--- src/rtl/lcdseq_pkg.sv ---
// Shared level codes and derived timing helpers for the LCD drive sequencer.
// Assumes a fixed 1/4 duty panel (four commons).
package lcdseq_pkg;

    typedef logic [1:0] lvl_t;

    localparam lvl_t LVL_VSS  = 2'd0;
    localparam lvl_t LVL_LO   = 2'd1;
    localparam lvl_t LVL_HI   = 2'd2;
    localparam lvl_t LVL_VLCD = 2'd3;

    localparam int NUM_COM = 4;

    // Half-slot length in clocks, rounded to nearest: eight half slots per frame.
    function automatic int half_slot_div(input int sys_hz, input int rate_hz);
        return (sys_hz + 4 * rate_hz) / (8 * rate_hz);
    endfunction

endpackage

--- src/rtl/lcdseq_timebase.sv ---
// Timebase: divides the system clock into half-slot ticks for the chosen
// frame rate, and runs the blink counter that yields the blanking phase.
// Assumes FR_SLOW_HZ <= FR_FAST_HZ. All state is cleared while run is low.
module lcdseq_timebase #(
    parameter int SYS_HZ     = 32768,
    parameter int FR_SLOW_HZ = 80,
    parameter int FR_FAST_HZ = 160,
    parameter int BLINK_LOG2 = 14
) (
    input  logic       clk,
    input  logic       rst_n,
    input  logic       run,
    input  logic       fast,
    input  logic [1:0] blink_mode,
    output logic       half_tick,
    output logic       blank
);
    localparam int DIV_SLOW = lcdseq_pkg::half_slot_div(SYS_HZ, FR_SLOW_HZ);
    localparam int DIV_FAST = lcdseq_pkg::half_slot_div(SYS_HZ, FR_FAST_HZ);
    localparam int DIV_W    = $clog2(DIV_SLOW + 1);
    localparam int BCNT_W   = BLINK_LOG2 + 2;

    logic [DIV_W-1:0]  div_cnt;
    logic [DIV_W-1:0]  div_last;
    logic [BCNT_W-1:0] blk_cnt;

    // Select the terminal count of the half-slot divider.
    always_comb begin
        div_last = fast ? DIV_W'(DIV_FAST - 1) : DIV_W'(DIV_SLOW - 1);
    end

    // A rate change mid-count wraps at once if the count is already past the end.
    assign half_tick = run && (div_cnt >= div_last);

    // Half-slot divider counter.
    always_ff @(posedge clk) begin
        if (!rst_n || !run) begin
            div_cnt <= '0;
        end else if (half_tick) begin
            div_cnt <= '0;
        end else begin
            div_cnt <= div_cnt + 1'b1;
        end
    end

    // Free-running blink counter, restarted whenever the oscillator stops.
    always_ff @(posedge clk) begin
        if (!rst_n || !run) begin
            blk_cnt <= '0;
        end else begin
            blk_cnt <= blk_cnt + 1'b1;
        end
    end

    // Blanking phase: upper half of the period chosen by the blink mode.
    always_comb begin
        case (blink_mode)
            2'd1:    blank = blk_cnt[BLINK_LOG2-1];
            2'd2:    blank = blk_cnt[BLINK_LOG2];
            2'd3:    blank = blk_cnt[BLINK_LOG2+1];
            default: blank = 1'b0;
        endcase
    end

endmodule

--- src/rtl/lcdseq_scan.sv ---
// Common scanner: tracks the selected common and which half of its slot is
// active. It flags the last tick of each slot so the segment column can be swapped.
// Assumes half_tick is a single-cycle pulse.
module lcdseq_scan (
    input  logic       clk,
    input  logic       rst_n,
    input  logic       run,
    input  logic       half_tick,
    output logic [1:0] slot,
    output logic       half,
    output logic       slot_end
);
    assign slot_end = half_tick && half;

    // Advance half, then slot, on each half-slot tick.
    always_ff @(posedge clk) begin
        if (!rst_n || !run) begin
            slot <= 2'd0;
            half <= 1'b0;
        end else if (half_tick) begin
            half <= ~half;
            if (half) begin
                slot <= slot + 2'd1;
            end
        end
    end

endmodule

--- src/rtl/lcdseq_fetch.sv ---
// Column fetch: during each slot it scans every memory address once and
// gathers the segment states for the following common into a shadow column.
// The shadow column moves into the active column at the slot boundary.
// Assumes ram_data is valid in the same cycle as ram_addr, and that a slot
// lasts more than NUM_SEG/2 cycles.
module lcdseq_fetch #(
    parameter int NUM_SEG = 44
) (
    input  logic                      clk,
    input  logic                      rst_n,
    input  logic                      run,
    input  logic                      slot_end,
    input  logic [1:0]                slot,
    input  logic [7:0]                ram_data,
    output logic [$clog2(NUM_SEG/2)-1:0] ram_addr,
    output logic [NUM_SEG-1:0]        seg_on
);
    localparam int NUM_PAIR = NUM_SEG / 2;
    localparam int AW       = $clog2(NUM_PAIR);

    logic [AW-1:0]      addr_q;
    logic               busy_q;
    logic [1:0]         tgt;
    logic [NUM_SEG-1:0] shadow;

    assign tgt      = slot + 2'd1;
    assign ram_addr = addr_q;

    // Address walker: restarts at each slot boundary and parks at the last address.
    always_ff @(posedge clk) begin
        if (!rst_n || !run) begin
            addr_q <= '0;
            busy_q <= 1'b1;
        end else if (slot_end) begin
            addr_q <= '0;
            busy_q <= 1'b1;
        end else if (busy_q) begin
            if (addr_q == AW'(NUM_PAIR - 1)) begin
                busy_q <= 1'b0;
            end else begin
                addr_q <= addr_q + 1'b1;
            end
        end
    end

    generate
        for (genvar p = 0; p < NUM_PAIR; p++) begin : g_pair
            // Capture the even and odd segment bits for the target common.
            always_ff @(posedge clk) begin
                if (!rst_n) begin
                    shadow[2*p]   <= 1'b0;
                    shadow[2*p+1] <= 1'b0;
                end else if (run && busy_q && !slot_end && addr_q == AW'(p)) begin
                    shadow[2*p]   <= ram_data[{1'b0, tgt}];
                    shadow[2*p+1] <= ram_data[{1'b1, tgt}];
                end
            end
        end
    endgenerate

    // Active column swap at the slot boundary.
    always_ff @(posedge clk) begin
        if (!rst_n || !run) begin
            seg_on <= '0;
        end else if (slot_end) begin
            seg_on <= shadow;
        end
    end

endmodule

--- src/rtl/lcdseq_drive.sv ---
// Output stage: turns the scan state, the active column and the enables into
// registered level codes for every common and segment pin.
// Assumes codes 1 and 2 both mean the midpoint when 1/2 bias is selected.
module lcdseq_drive #(
    parameter int NUM_SEG = 44
) (
    input  logic                 clk,
    input  logic                 rst_n,
    input  logic                 run,
    input  logic                 disp_en,
    input  logic                 blank,
    input  logic                 bias_half,
    input  logic [1:0]           slot,
    input  logic                 half,
    input  logic [NUM_SEG-1:0]   seg_on,
    output logic [2*lcdseq_pkg::NUM_COM-1:0] com_lvl,
    output logic [2*NUM_SEG-1:0] seg_lvl
);
    import lcdseq_pkg::*;

    logic visible;
    lvl_t seg_on_code;
    lvl_t seg_off_code;

    assign visible = disp_en && !blank;

    // Segment codes shared by all pins for the current half slot and bias.
    always_comb begin
        seg_on_code  = half ? LVL_VLCD : LVL_VSS;
        if (bias_half) begin
            seg_off_code = half ? LVL_VSS : LVL_VLCD;
        end else begin
            seg_off_code = half ? LVL_LO : LVL_HI;
        end
    end

    generate
        for (genvar c = 0; c < NUM_COM; c++) begin : g_com
            // Common pin: full swing when selected, inner pair otherwise.
            always_ff @(posedge clk) begin
                if (!rst_n || !run) begin
                    com_lvl[2*c +: 2] <= LVL_VLCD;
                end else if (slot == 2'(c)) begin
                    com_lvl[2*c +: 2] <= half ? LVL_VSS : LVL_VLCD;
                end else begin
                    com_lvl[2*c +: 2] <= half ? LVL_HI : LVL_LO;
                end
            end
        end

        for (genvar k = 0; k < NUM_SEG; k++) begin : g_seg
            // Segment pin: on or off code from the column and the enables.
            always_ff @(posedge clk) begin
                if (!rst_n || !run) begin
                    seg_lvl[2*k +: 2] <= LVL_VLCD;
                end else if (visible && seg_on[k]) begin
                    seg_lvl[2*k +: 2] <= seg_on_code;
                end else begin
                    seg_lvl[2*k +: 2] <= seg_off_code;
                end
            end
        end
    endgenerate

endmodule

--- src/rtl/lcd_mux_driver.sv ---
// Top of the multiplexed LCD drive sequencer: timebase, common scanner,
// column fetch and output stage. It produces 2-bit level codes per pin.
// Assumes a combinational display memory read port and 1/4 duty.
module lcd_mux_driver #(
    parameter int NUM_SEG    = 44,
    parameter int SYS_HZ     = 32768,
    parameter int FR_SLOW_HZ = 80,
    parameter int FR_FAST_HZ = 160,
    parameter int BLINK_LOG2 = 14
) (
    input  logic                          clk,
    input  logic                          rst_n,
    input  logic                          osc_en,
    input  logic                          disp_en,
    input  logic                          frame_fast,
    input  logic                          bias_half,
    input  logic [1:0]                    blink_mode,
    output logic [$clog2(NUM_SEG/2)-1:0]  ram_addr,
    input  logic [7:0]                    ram_data,
    output logic [7:0]                    com_lvl,
    output logic [2*NUM_SEG-1:0]          seg_lvl
);
    logic               half_tick;
    logic               blank;
    logic [1:0]         slot;
    logic               half;
    logic               slot_end;
    logic [NUM_SEG-1:0] seg_on;

    lcdseq_timebase #(
        .SYS_HZ    (SYS_HZ),
        .FR_SLOW_HZ(FR_SLOW_HZ),
        .FR_FAST_HZ(FR_FAST_HZ),
        .BLINK_LOG2(BLINK_LOG2)
    ) u_tb (
        .clk       (clk),
        .rst_n     (rst_n),
        .run       (osc_en),
        .fast      (frame_fast),
        .blink_mode(blink_mode),
        .half_tick (half_tick),
        .blank     (blank)
    );

    lcdseq_scan u_scan (
        .clk      (clk),
        .rst_n    (rst_n),
        .run      (osc_en),
        .half_tick(half_tick),
        .slot     (slot),
        .half     (half),
        .slot_end (slot_end)
    );

    lcdseq_fetch #(.NUM_SEG(NUM_SEG)) u_fetch (
        .clk     (clk),
        .rst_n   (rst_n),
        .run     (osc_en),
        .slot_end(slot_end),
        .slot    (slot),
        .ram_data(ram_data),
        .ram_addr(ram_addr),
        .seg_on  (seg_on)
    );

    lcdseq_drive #(.NUM_SEG(NUM_SEG)) u_drive (
        .clk      (clk),
        .rst_n    (rst_n),
        .run      (osc_en),
        .disp_en  (disp_en),
        .blank    (blank),
        .bias_half(bias_half),
        .slot     (slot),
        .half     (half),
        .seg_on   (seg_on),
        .com_lvl  (com_lvl),
        .seg_lvl  (seg_lvl)
    );

endmodule

--- config.mk ---
export PLATFORM = sky130hd
export DESIGN_NAME = lcd_mux_driver
export DESIGN_NICKNAME = d
export VERILOG_FILES = /design/src/rtl/lcdseq_pkg.sv /design/src/rtl/lcdseq_timebase.sv /design/src/rtl/lcdseq_scan.sv /design/src/rtl/lcdseq_fetch.sv /design/src/rtl/lcdseq_drive.sv /design/src/rtl/lcd_mux_driver.sv
export SDC_FILE = /design/constraint.sdc
export NUM_CORES = 1
export LEC_CHECK = 0
export ABC_AREA = 1
export BUFFER_PORTS_ARGS = -buffer_cell sky130_fd_sc_hd__buf_2
export CAP_MARGIN = 20
export CORE_MARGIN = 5
export CORE_UTILIZATION = 43
export DETAILED_ROUTE_END_ITERATION = 12
export GPL_TIMING_DRIVEN = 0
export HOLD_SLACK_MARGIN = 0.02
export PLACE_DENSITY = 0.59
export REMOVE_ABC_BUFFERS = 1
export SYNTH_ARGS = -nofsm -noshare
export SYNTH_HDL_FRONTEND = slang
export SYNTH_SLANG_ARGS = --single-unit
--- constraint.sdc ---
create_clock -name clk -period 3.2 [get_ports clk]
set_input_delay 0.32 -clock clk [delete_from_list [all_inputs] [get_ports clk]]
set_output_delay 0.32 -clock clk [all_outputs]
set_load 0.01 [all_outputs]
* After elaboration in Yosys (flattened, before gate mapping)
Index checks and enable logic that the tools add are counted.
Storage, ports and cells: bits in writable memories 0, latch bits 0, register bits after elaboration 215, memories 0, output and inout port bits 101, memory bits (read-only) 0
Cells by class: eq/ne operators 27, add/subtract/negate cells 4, divide/modulo/power cells 0, bitwise operators 2, shift-type cells 0, multipliers 0, reduce and logical (&&, ||, !) cells 82, mux-type cells 61, $lt $le $gt $ge 3
Operators by type and width (number):
- two-way mux 2 bit | 53
- logical AND 1 bit | 71
- == test 5 x 4 -> 1 bit, second input constant | 8
- == test 5 bit, second input constant | 6
- == test 5 x 3 -> 1 bit, second input constant | 4
- adder 16 x 1 -> 16 bit, second input constant | 1
- == test 5 x 2 -> 1 bit, second input constant | 2
- == test 2 bit, second input constant | 4
- adder 6 x 1 -> 6 bit, second input constant | 1
- >= comparator 6 bit | 1
- two-way mux 6 bit | 1
- adder 5 x 1 -> 5 bit, second input constant | 1
- == test 5 x 1 -> 1 bit, second input constant | 1
- logical NOT 5 bit | 1
- binary-select mux 1 bit (select 2 bit) | 2
- == test 2 x 1 -> 1 bit, second input constant | 2
- logical NOT 1 bit | 4
- < comparator 2 x 4 -> 1 bit, second input constant | 1
- < comparator 3 x 4 -> 1 bit, second input constant | 1
- two-way mux 1 bit | 4
- AND reduction 2 bit | 2
- OR reduction 2 bit | 2
- case mux 1 bit (3 select lines) | 1
- adder 2 x 1 -> 2 bit, second input constant | 1
- 3 further kinds | 4

* Longest topological paths before layout
Gate-level depths: netlist of the first run.
word-level depth 7, mapped depth 14

* Modules after synthesis
From an unflattened synthesis of the first run, not the netlist that was laid out.
Second synthesis, totals: cell total of the unflattened synthesis 1161, area total of the unflattened synthesis 8994.9 µm²
Modules (own cells, without submodules):
- lcdseq_fetch | area each 4011.3 µm², times used 1, cells each 544
- lcdseq_drive | area each 3752.3 µm², times used 1, cells each 443
- lcdseq_timebase | area each 1112.3 µm², times used 1, cells each 157
- lcdseq_scan | area each 118.9 µm², times used 1, cells each 17

* Worst setup path after synthesis of the first run
Ideal clock, no wire load.
kind register -> register, start point register u_scan.half, end point register u_drive.seg_lvl[15], buffers on the path 4, stages on the path, launching flop included 10, arrival 2.070 ns, setup time 0.130 ns, path slack 1.000 ns, data required time 3.070 ns, cells stage by stage dfxtp_1 clkbuf_1 clkbuf_1 inv_1 ha_1 or2_2 clkbuf_1 clkbuf_1 o21ai_0 nand3_1
On the way: word-level cells in the longest chain between the ends 3
Ends and longest elaborated chain:
- from (decl) | RTL line lcdseq_scan.sv:10 | output logic half,
- from (signal assigned) | RTL line lcdseq_scan.sv:21 | half <= ~half;
- two-way mux 2 bit (on tied branches) | RTL line lcdseq_drive.sv:33, lcdseq_drive.sv:31
- two-way mux 2 bit | RTL line lcdseq_drive.sv:30 | if (bias_half) begin
- two-way mux 2 bit * | RTL line lcdseq_drive.sv:56 | end else if (visible && seg_on[k]) begin
- to (signal, indexed assignment) | RTL line lcdseq_drive.sv:57 | seg_lvl[2*k +: 2] <= seg_on_code;
- to (signal, indexed assignment) | RTL line lcdseq_drive.sv:59 | seg_lvl[2*k +: 2] <= seg_off_code;
- to (decl) | RTL line lcdseq_drive.sv:17 | output logic [2*NUM_SEG-1:0] seg_lvl
Mark *: on every way between the ends. The rest lies on a longest branch, timed or not. A chain may end at the register's enable or synchronous reset.

* Final worst setup path of the first run
start point register u_tb.blk_cnt[15], end point register u_drive.seg_lvl[8]
On the way: word-level cells in the longest chain between the ends 5
Ends and longest elaborated chain:
- from (decl) | RTL line lcdseq_timebase.sv:25 | logic [BCNT_W-1:0] blk_cnt;
- from (signal assigned) | RTL line lcdseq_timebase.sv:51 | blk_cnt <= blk_cnt + 1'b1;
- case mux 1 bit (3 select lines) | RTL line lcdseq_timebase.sv:57 | case (blink_mode)
- logical NOT 1 bit | RTL line lcdseq_drive.sv:25 | assign visible = disp_en && !blank;
- logical AND 1 bit | RTL line lcdseq_drive.sv:25
- logical AND 1 bit | RTL line lcdseq_drive.sv:56
- two-way mux 2 bit | RTL line lcdseq_drive.sv:56
No other way between the ends.

==> run_results.csv, run 1 <==
group,metric,value,unit
clocking,postCtsResizedCells,0,
sta,finalHoldViolations,0,
setup_path,worstPathMaxFanout,44,
synth,synth-edff-count,0,
clocking,cts_htree_levels,1,
sta,maxSlewViolCount,0,
sta,worstMarginPinSlew,0.9153,ns
finish,ff_latch_area,0.004305,mm2
sta,final.setup_skew,0.01792,ns
routing,first_pass_iteration_count_of_the_detailed_router,5,
routing,drc_violations,0,
clocking,cts_setup_buffers,0,
clocking,cts_tree,"yes",
global_route,antenna_found_initial,0,
setup_path,critPathLaunchType,"flop",
synth,synth_seq_cells,215,
placement,routability_congestion_estimate_from_global_placement,0.7714,
sta,rsz0062_at_grt,"no",
routing,vias,7090,
placement,pre_cts_slack,0.3340,ns
routing,totalWireLength,18850,um
clocking,numCtsBuffers,23,
floorplan,die_height,152.2,um
synth,synth_cell_types,33,
synth,synth_area,0.008700,mm2
sta,final.setup.tns,0,ns
status,outcome,"completed",
setup_path,r2r_start,"u_tb.blk_cnt[15]",
finish,finish.net_count,1241,
hold_path,hold_start,"osc_en",
sta,fin_crit_sh,85.67,%
routing,vias_per_cell,4.784,
synth,synth_top_flop_cell,"sky130_fd_sc_hd__dfxtp_1",
power,power.static_leakage,4.023,nW
synth,seq_area_frac_synth,49.48,%
synth,synth.cells.most_frequent,"sky130_fd_sc_hd__dfxtp_1 (215), sky130_fd_sc_hd__nand3_1 (144), sky130_fd_sc_hd__o21ai_0 (138)",
setup_path,setup.worst_path.class,"flop to flop",
finish,multi_input_comb_area,0.003555,mm2
synth,syn_inst,1120,
sta,layout_setup_ws,0.4585,ns
floorplan,die_width,152.2,um
sta,tightest_slew_margin_relative_to_the_limit,38.60,%
global_route,globalRouteOverflowTotal,0,
floorplan,die_area,0.02318,mm2
floorplan,io_pins,117,
power,power_density,543.3,mW/mm2
global_route,global_route.usage.total,16.12,%
floorplan,initial_core_util,43.27,%
floorplan,row_count,52,
placement,port_buffers,116,
finish,n_fill_cell,1943,
setup_path,crit_required,3.55,ns
setup_path,critical_path_origin,"u_tb.blk_cnt[15]",
synth,yosys.area.top_type,"sky130_fd_sc_hd__dfxtp_1",
setup_path,cp.arrival,3.09,ns
sta,max_freq,0.3648,GHz
sta,setup_viol,0,
flow_run,drv_cap,0,
global_route,first_global_vias,6794,
synth,synth-async-reset-ratio,0,%
power,post-layout-total-power,5.507,mW
clocking,holdBufCountCts,0,
finish,final_layout_size_suffix_gt1_share,15.84,%
global_route,pin_count_of_the_biggest_net_entering_global_routing,77,
sta,fin_crit_period,2.741,ns
synth,ys_warn_count,0,
synth,most_instantiated_library_cell_after_synthesis,"sky130_fd_sc_hd__dfxtp_1",
clocking,clk_pin_slew_worst_paths,0.06,ns
finish,diodes,0,
placement,detailed_place_hpwl,12080,um
hold_path,worstHoldPathType,"input pin to flop",
clocking,num_clock_sinks,215,
power,peakVddDrop,0.0004170,V
global_route,grt_pass1_wl,32570,um
setup_path,timing.critical_path.to_type,"flop",
routing,drtAntennaViolNets,0,
synth,synth_area_per_cell,7.767,um2
finish,areaGrowthSynthToFinish,16.52,%
synth,ys_top_cells_by_area,"sky130_fd_sc_hd__dfxtp_1 (49%), sky130_fd_sc_hd__nand3_1 (8.3%), sky130_fd_sc_hd__o21ai_0 (7.9%)",
clocking,clock_latency,0.51,ns
clocking,cts-root-buf,"sky130_fd_sc_hd__clkbuf_16",
routing,routedWlPerCell,12.72,um
floorplan,core_region_area,0.02010,mm2
routing,drt_iter0_drc,362,
synth,synth_top_area_share,49.48,%
clocking,ctsLongestPathBuffers,3,
cells by family (layout without fill, tap and decap cells):
group	count (synthesis)	count (layout)	share of synthesized area, %
buf+inv	204	296	9.665
simple gates	460	460	24.38
flops	215	215	49.48
fa+ha+maj	25	25	3.596
compound gates	212	212	12.48
xor+xnor	4	4	0.4028
area by class of cell:
class	instances	area share (%)
Sequential cell	215	42.47
Multi-Input combinational cell	701	35.07
Timing Repair Buffer	122	7.134
Clock buffer	33	6.640
Inverter	137	5.098
Tap cell	270	3.333
Clock inverter	4	0.2592
per-stage QoR:
step	cell area [um2]	hold slack, ns	utilization [%]	cells
after floorplan	8373	0.4175	-	1053
after global placement	9291	0.4338	46.22	1439
after detailed placement	9438	0.4564	46.94	1445
after CTS	10140	0.1324	50.42	1482
after global routing	10140	0.1460	50.42	1482
final	10140	0.1520	50.42	1482
worst max-delay path: stages (launching register included):
cell and delay [ns]:
sky130_fd_sc_hd__dfxtp_1 0.32, sky130_fd_sc_hd__inv_1 0.05, sky130_fd_sc_hd__a21oi_1 0.11, sky130_fd_sc_hd__o21ai_1 0.09
sky130_fd_sc_hd__nand2_2 0.54, sky130_fd_sc_hd__clkinv_1 0.82, sky130_fd_sc_hd__buf_16 0.41, sky130_fd_sc_hd__nand3_1 0.11
sky130_fd_sc_hd__nand3_1 0.10
worst paths after layout:
| kind | endpoint | slack, ns | depth (start not counted) |
|---|---|---|---|
| setup / recovery | u_drive.seg_lvl[8] | 0.46 | 8 |
| hold / removal | u_scan.half | 0.15 | 3 |
| setup reg to reg | u_drive.seg_lvl[8] | 0.46 | 8 |
| hold reg to reg | u_tb.blk_cnt[12] | 0.46 | 1 |
state kept, by name, indices dropped and copies added (netlist names):
| signal | count |
|---|---|
| u_drive.com_lvl | 8 |
| u_tb.div_cnt | 6 |
| u_fetch.ram_addr | 5 |
| u_scan.slot | 2 |
| u_fetch.shadow | 44 |
| u_tb.blk_cnt | 16 |
| u_fetch.busy_q | 1 |
| u_fetch.seg_on | 44 |
| u_scan.half | 1 |
| u_drive.seg_lvl | 88 |
layer usage:
metal  track usage, %  vias up  routed length (um)
met4            3.810        0                 252
met1            21.45     3167                9257
met2            26.40      126                8171
met3            4.203       22                1169
met5                0        -                   0
li1                 -     3775                   -
cell usage in the layout, fill, tap and decap left out, types with 3 or more instances in the layout:
cell type                   netlist  layout
sky130_fd_sc_hd__o21ai_1          3       3
sky130_fd_sc_hd__buf_2           19     116
sky130_fd_sc_hd__a21oi_1         63      63
sky130_fd_sc_hd__nand2_2          4       4
sky130_fd_sc_hd__or2_2            5       5
sky130_fd_sc_hd__buf_12           0       3
sky130_fd_sc_hd__dfxtp_1        215     214
sky130_fd_sc_hd__inv_1          134     134
sky130_fd_sc_hd__buf_16           0       3
sky130_fd_sc_hd__clkbuf_1        31       4
sky130_fd_sc_hd__clkbuf_8         0       6
sky130_fd_sc_hd__ha_1            25      25
sky130_fd_sc_hd__nor2_1         128     128
sky130_fd_sc_hd__nand3_1        144     144
sky130_fd_sc_hd__nor3_1          18      18
sky130_fd_sc_hd__clkbuf_16        0      23
sky130_fd_sc_hd__o21ai_0        138     138
sky130_fd_sc_hd__nand2_1        133     133
sky130_fd_sc_hd__nand3_2         22      22
where the power goes:
part | internal, mW | switching, mW
Sequential | 2.72 | 0.0140
Combinational | 0.0957 | 0.200
Clock | 1.45 | 1.03
Total | 4.27 | 1.24
Power figures use the tool's default switching activity.
==> inputs of run 2 (changes only) <==
CORE_UTILIZATION = 30   (was 43)
PLACE_DENSITY = 0.44   (was 0.59)
==> run 2 against run 1 <==
Effect of this change: critical path depth did not move; fmax rose by 1.5%; global-route usage fell by 3.0 points; sequential power barely moved; flip-flop and latch count did not move; register-to-register slack improved by 0.04 ns; largest power group is now the clock network; setup slack improved by 0.041 ns; highest routed layer unchanged.
==> run_results.csv, run 2 (synthesis results as in run 1) <==
group,metric,value,unit
power,power.static_leakage,4.067,nW
power,post-layout-total-power,5.891,mW
sta,tightest_slew_margin_relative_to_the_limit,35.44,%
floorplan,initial_core_util,30.31,%
power,pwr-share-comb,5.0,%
power,power_density,568.2,mW/mm2
finish,diodes,0,
sta,worstMarginPinSlew,0.9673,ns
global_route,globalRouteOverflowTotal,0,
clocking,holdBufCountCts,0,
setup_path,crit_path_max_incr_delay,0.62,ns
setup_path,crit_path_top_delay_cell,"sky130_fd_sc_hd__clkinv_2",
routing,vias,7298,
routing,drt_iter0_drc,381,
sta,setup_viol,0,
setup_path,rr_worst_depth,8,
placement,port_buffers,116,
floorplan,die_width,180.3,um
floorplan,row_count,62,
power,total_net_switching_power,1.345,mW
setup_path,crit_path_cell_trace,"inv_1 -> a21oi_1 -> o21ai_1 -> nand2_2 -> buf_12 -> clkinv_2 -> nand3_1 -> nand3_1",
clocking,cts_htree_levels,1,
status,outcome,"completed",
global_route,global_route.usage.total,13.10,%
finish,reg_top3,"u_drive.seg_lvl: 88 flops, u_fetch.seg_on: 44 flops, u_fetch.shadow: 44 flops",
sta,maxSlewViolCount,0,
placement,routability_congestion_estimate_from_global_placement,0.7482,
clocking,cts_setup_buffers,0,
setup_path,critical_path_origin,"u_tb.blk_cnt[15]",
sta,rsz0062_at_grt,"no",
setup_path,timing.critical_path.to_type,"flop",
routing,routedWlPerCell,13.50,um
power,peakVddDrop,0.0003109,V
floorplan,die_height,180.3,um
setup_path,critPathLaunchType,"flop",
clocking,cts-root-buf,"sky130_fd_sc_hd__clkbuf_16",
sta,finalHoldViolations,0,
clocking,clk_pin_slew_worst_paths,0.06,ns
clocking,postCtsResizedCells,0,
finish,stdcell_area,0.01037,mm2
finish,areaGrowthSynthToFinish,19.19,%
setup_path,crit_path_frequent_cell,"sky130_fd_sc_hd__nand3_1",
setup_path,r2r_start,"u_tb.blk_cnt[15]",
power,internal-power,4.546,mW
setup_path,setup.worst_path.class,"flop to flop",
power,clock_power_share,48.5,%
setup_path,worstPathMaxFanout,47,
setup_path,setup.reg_to_reg.worst_slack,0.50,ns
global_route,grt_pass1_wl,36230,um
setup_path,timing.critical_path.max_delay_family,"simple AND/OR/NAND/NOR gates",
setup_path,timing.critical_path.buf_inv,3,
finish,cell_count_final_fillers_out,1603,
setup_path,worstSetupPathDepth,8,
finish,largest_reg_flops,88,
sta,layout_setup_ws,0.4997,ns
routing,vias_per_cell,4.553,
floorplan,io_pins,117,
setup_path,worst_setup_path_endpoint,"u_drive.seg_lvl[3]",
setup_path,cp.arrival,3.07,ns
routing,drc_violations,0,
power,power.share.sequential,46.5,%
finish,final_common_cell,"sky130_fd_sc_hd__dfxtp_1",
finish,finish.net_count,1242,
hold_path,worstHoldPathType,"input pin to flop",
sta,fin_crit_sh,84.38,%
clocking,ctsLongestPathBuffers,3,
setup_path,crit_required,3.57,ns
placement,placed_cells_incl_taps,1557,
placement,dpl_cell_area,0.009537,mm2
routing,first_pass_iteration_count_of_the_detailed_router,5,
clocking,num_clock_sinks,215,
sta,max_freq,0.3703,GHz
sta,fin_crit_period,2.700,ns
global_route,antenna_found_initial,1,
routing,drtAntennaViolNets,0,
power,switching_share,22.84,%
placement,pre_cts_slack,0.2729,ns
finish,highest_count_cells_in_the_layout_ignoring_fill_and_taps,"sky130_fd_sc_hd__dfxtp_1 (214), sky130_fd_sc_hd__nand3_1 (144), sky130_fd_sc_hd__o21ai_0 (138), sky130_fd_sc_hd__inv_1 (134), sky130_fd_sc_hd__nand2_1 (133)",
sta,final.setup_skew,0.01641,ns
placement,detailed_place_hpwl,13220,um
floorplan,core_region_area,0.02870,mm2
setup_path,crit-reg2reg-capture,"u_drive.seg_lvl[3]",
finish,top_register,"u_drive.seg_lvl",
routing,totalWireLength,21640,um
sta,final.hold.worst_slack,0.1252,ns
floorplan,die_area,0.03250,mm2
clocking,cts_tree,"yes",
clocking,clock_latency,0.53,ns
global_route,first_global_vias,7132,
flow_run,drv_cap,0,
clocking,numCtsBuffers,26,
global_route,pin_count_of_the_biggest_net_entering_global_routing,96,
finish,final_layout_size_suffix_gt1_share,16.16,%
## run 2: cell types whose count changed in the layout (fill, tap and decap cells not counted), sizes merged
cell	change
buf	-2
clkinv	+2
bufinv	+1
clkbuf	+7
inv	-1
## run 2: power groups by stage
| stage | clock network (mW) | registers (mW) | logic, mW |
|---|---|---|---|
| global route | 3.07 | 2.74 | 0.339 |
| floorplan | 0 | 2.82 | 0.144 |
| finish | 2.86 | 2.74 | 0.296 |
| detailed placement | 0 | 2.80 | 0.304 |
| CTS | 2.96 | 2.74 | 0.305 |
| global placement | 0 | 2.80 | 0.296 |
## run 2: area by class of cell
type,count,area [um2]
Clock buffer,40,774.5
Clock inverter,6,57.56
Fill cell,3078,18330
Inverter,137,518.0
Multi-Input combinational cell,701,3557
Sequential cell,215,4305
Tap cell,384,480.5
Timing Repair Buffer,120,675.6
## run 2: worst min-delay path by stage
stage	cells after the start	to	start
3_5_place_dp	1	u_tb.blk_cnt[0]	u_tb.blk_cnt[0]
6_report	3	u_scan.half	osc_en
5_1_grt	3	u_scan.half	osc_en
3_3_place_gp	1	u_tb.blk_cnt[0]	u_tb.blk_cnt[0]
4_1_cts	3	u_scan.half	osc_en
2_1_floorplan	1	u_tb.blk_cnt[0]	u_tb.blk_cnt[0]
## run 2: routing by layer
layer | GRT usage [%] | wire length, um
met5 | 0 | 0
met2 | 22.91 | 9939
met3 | 2.806 | 1110
met1 | 16.61 | 10270
met4 | 2.995 | 319
## run 2: worst register-to-register path, cell delays in order (launching register included)
cell and delay, ns:
sky130_fd_sc_hd__dfxtp_1 0.32, sky130_fd_sc_hd__inv_1 0.06, sky130_fd_sc_hd__a21oi_1 0.11, sky130_fd_sc_hd__o21ai_1 0.09, sky130_fd_sc_hd__nand2_2 0.58, sky130_fd_sc_hd__buf_12 0.28
sky130_fd_sc_hd__clkinv_2 0.66, sky130_fd_sc_hd__nand3_1 0.32, sky130_fd_sc_hd__nand3_1 0.13
## run 2: stage by stage
stage / utilization (%) / TNS, ns
global placement: 32.87 / -227.52
detailed placement: 33.23 / 0
floorplan: - / 0
CTS: 36.12 / 0
global route: 36.12 / 0
finish: 36.12 / 0
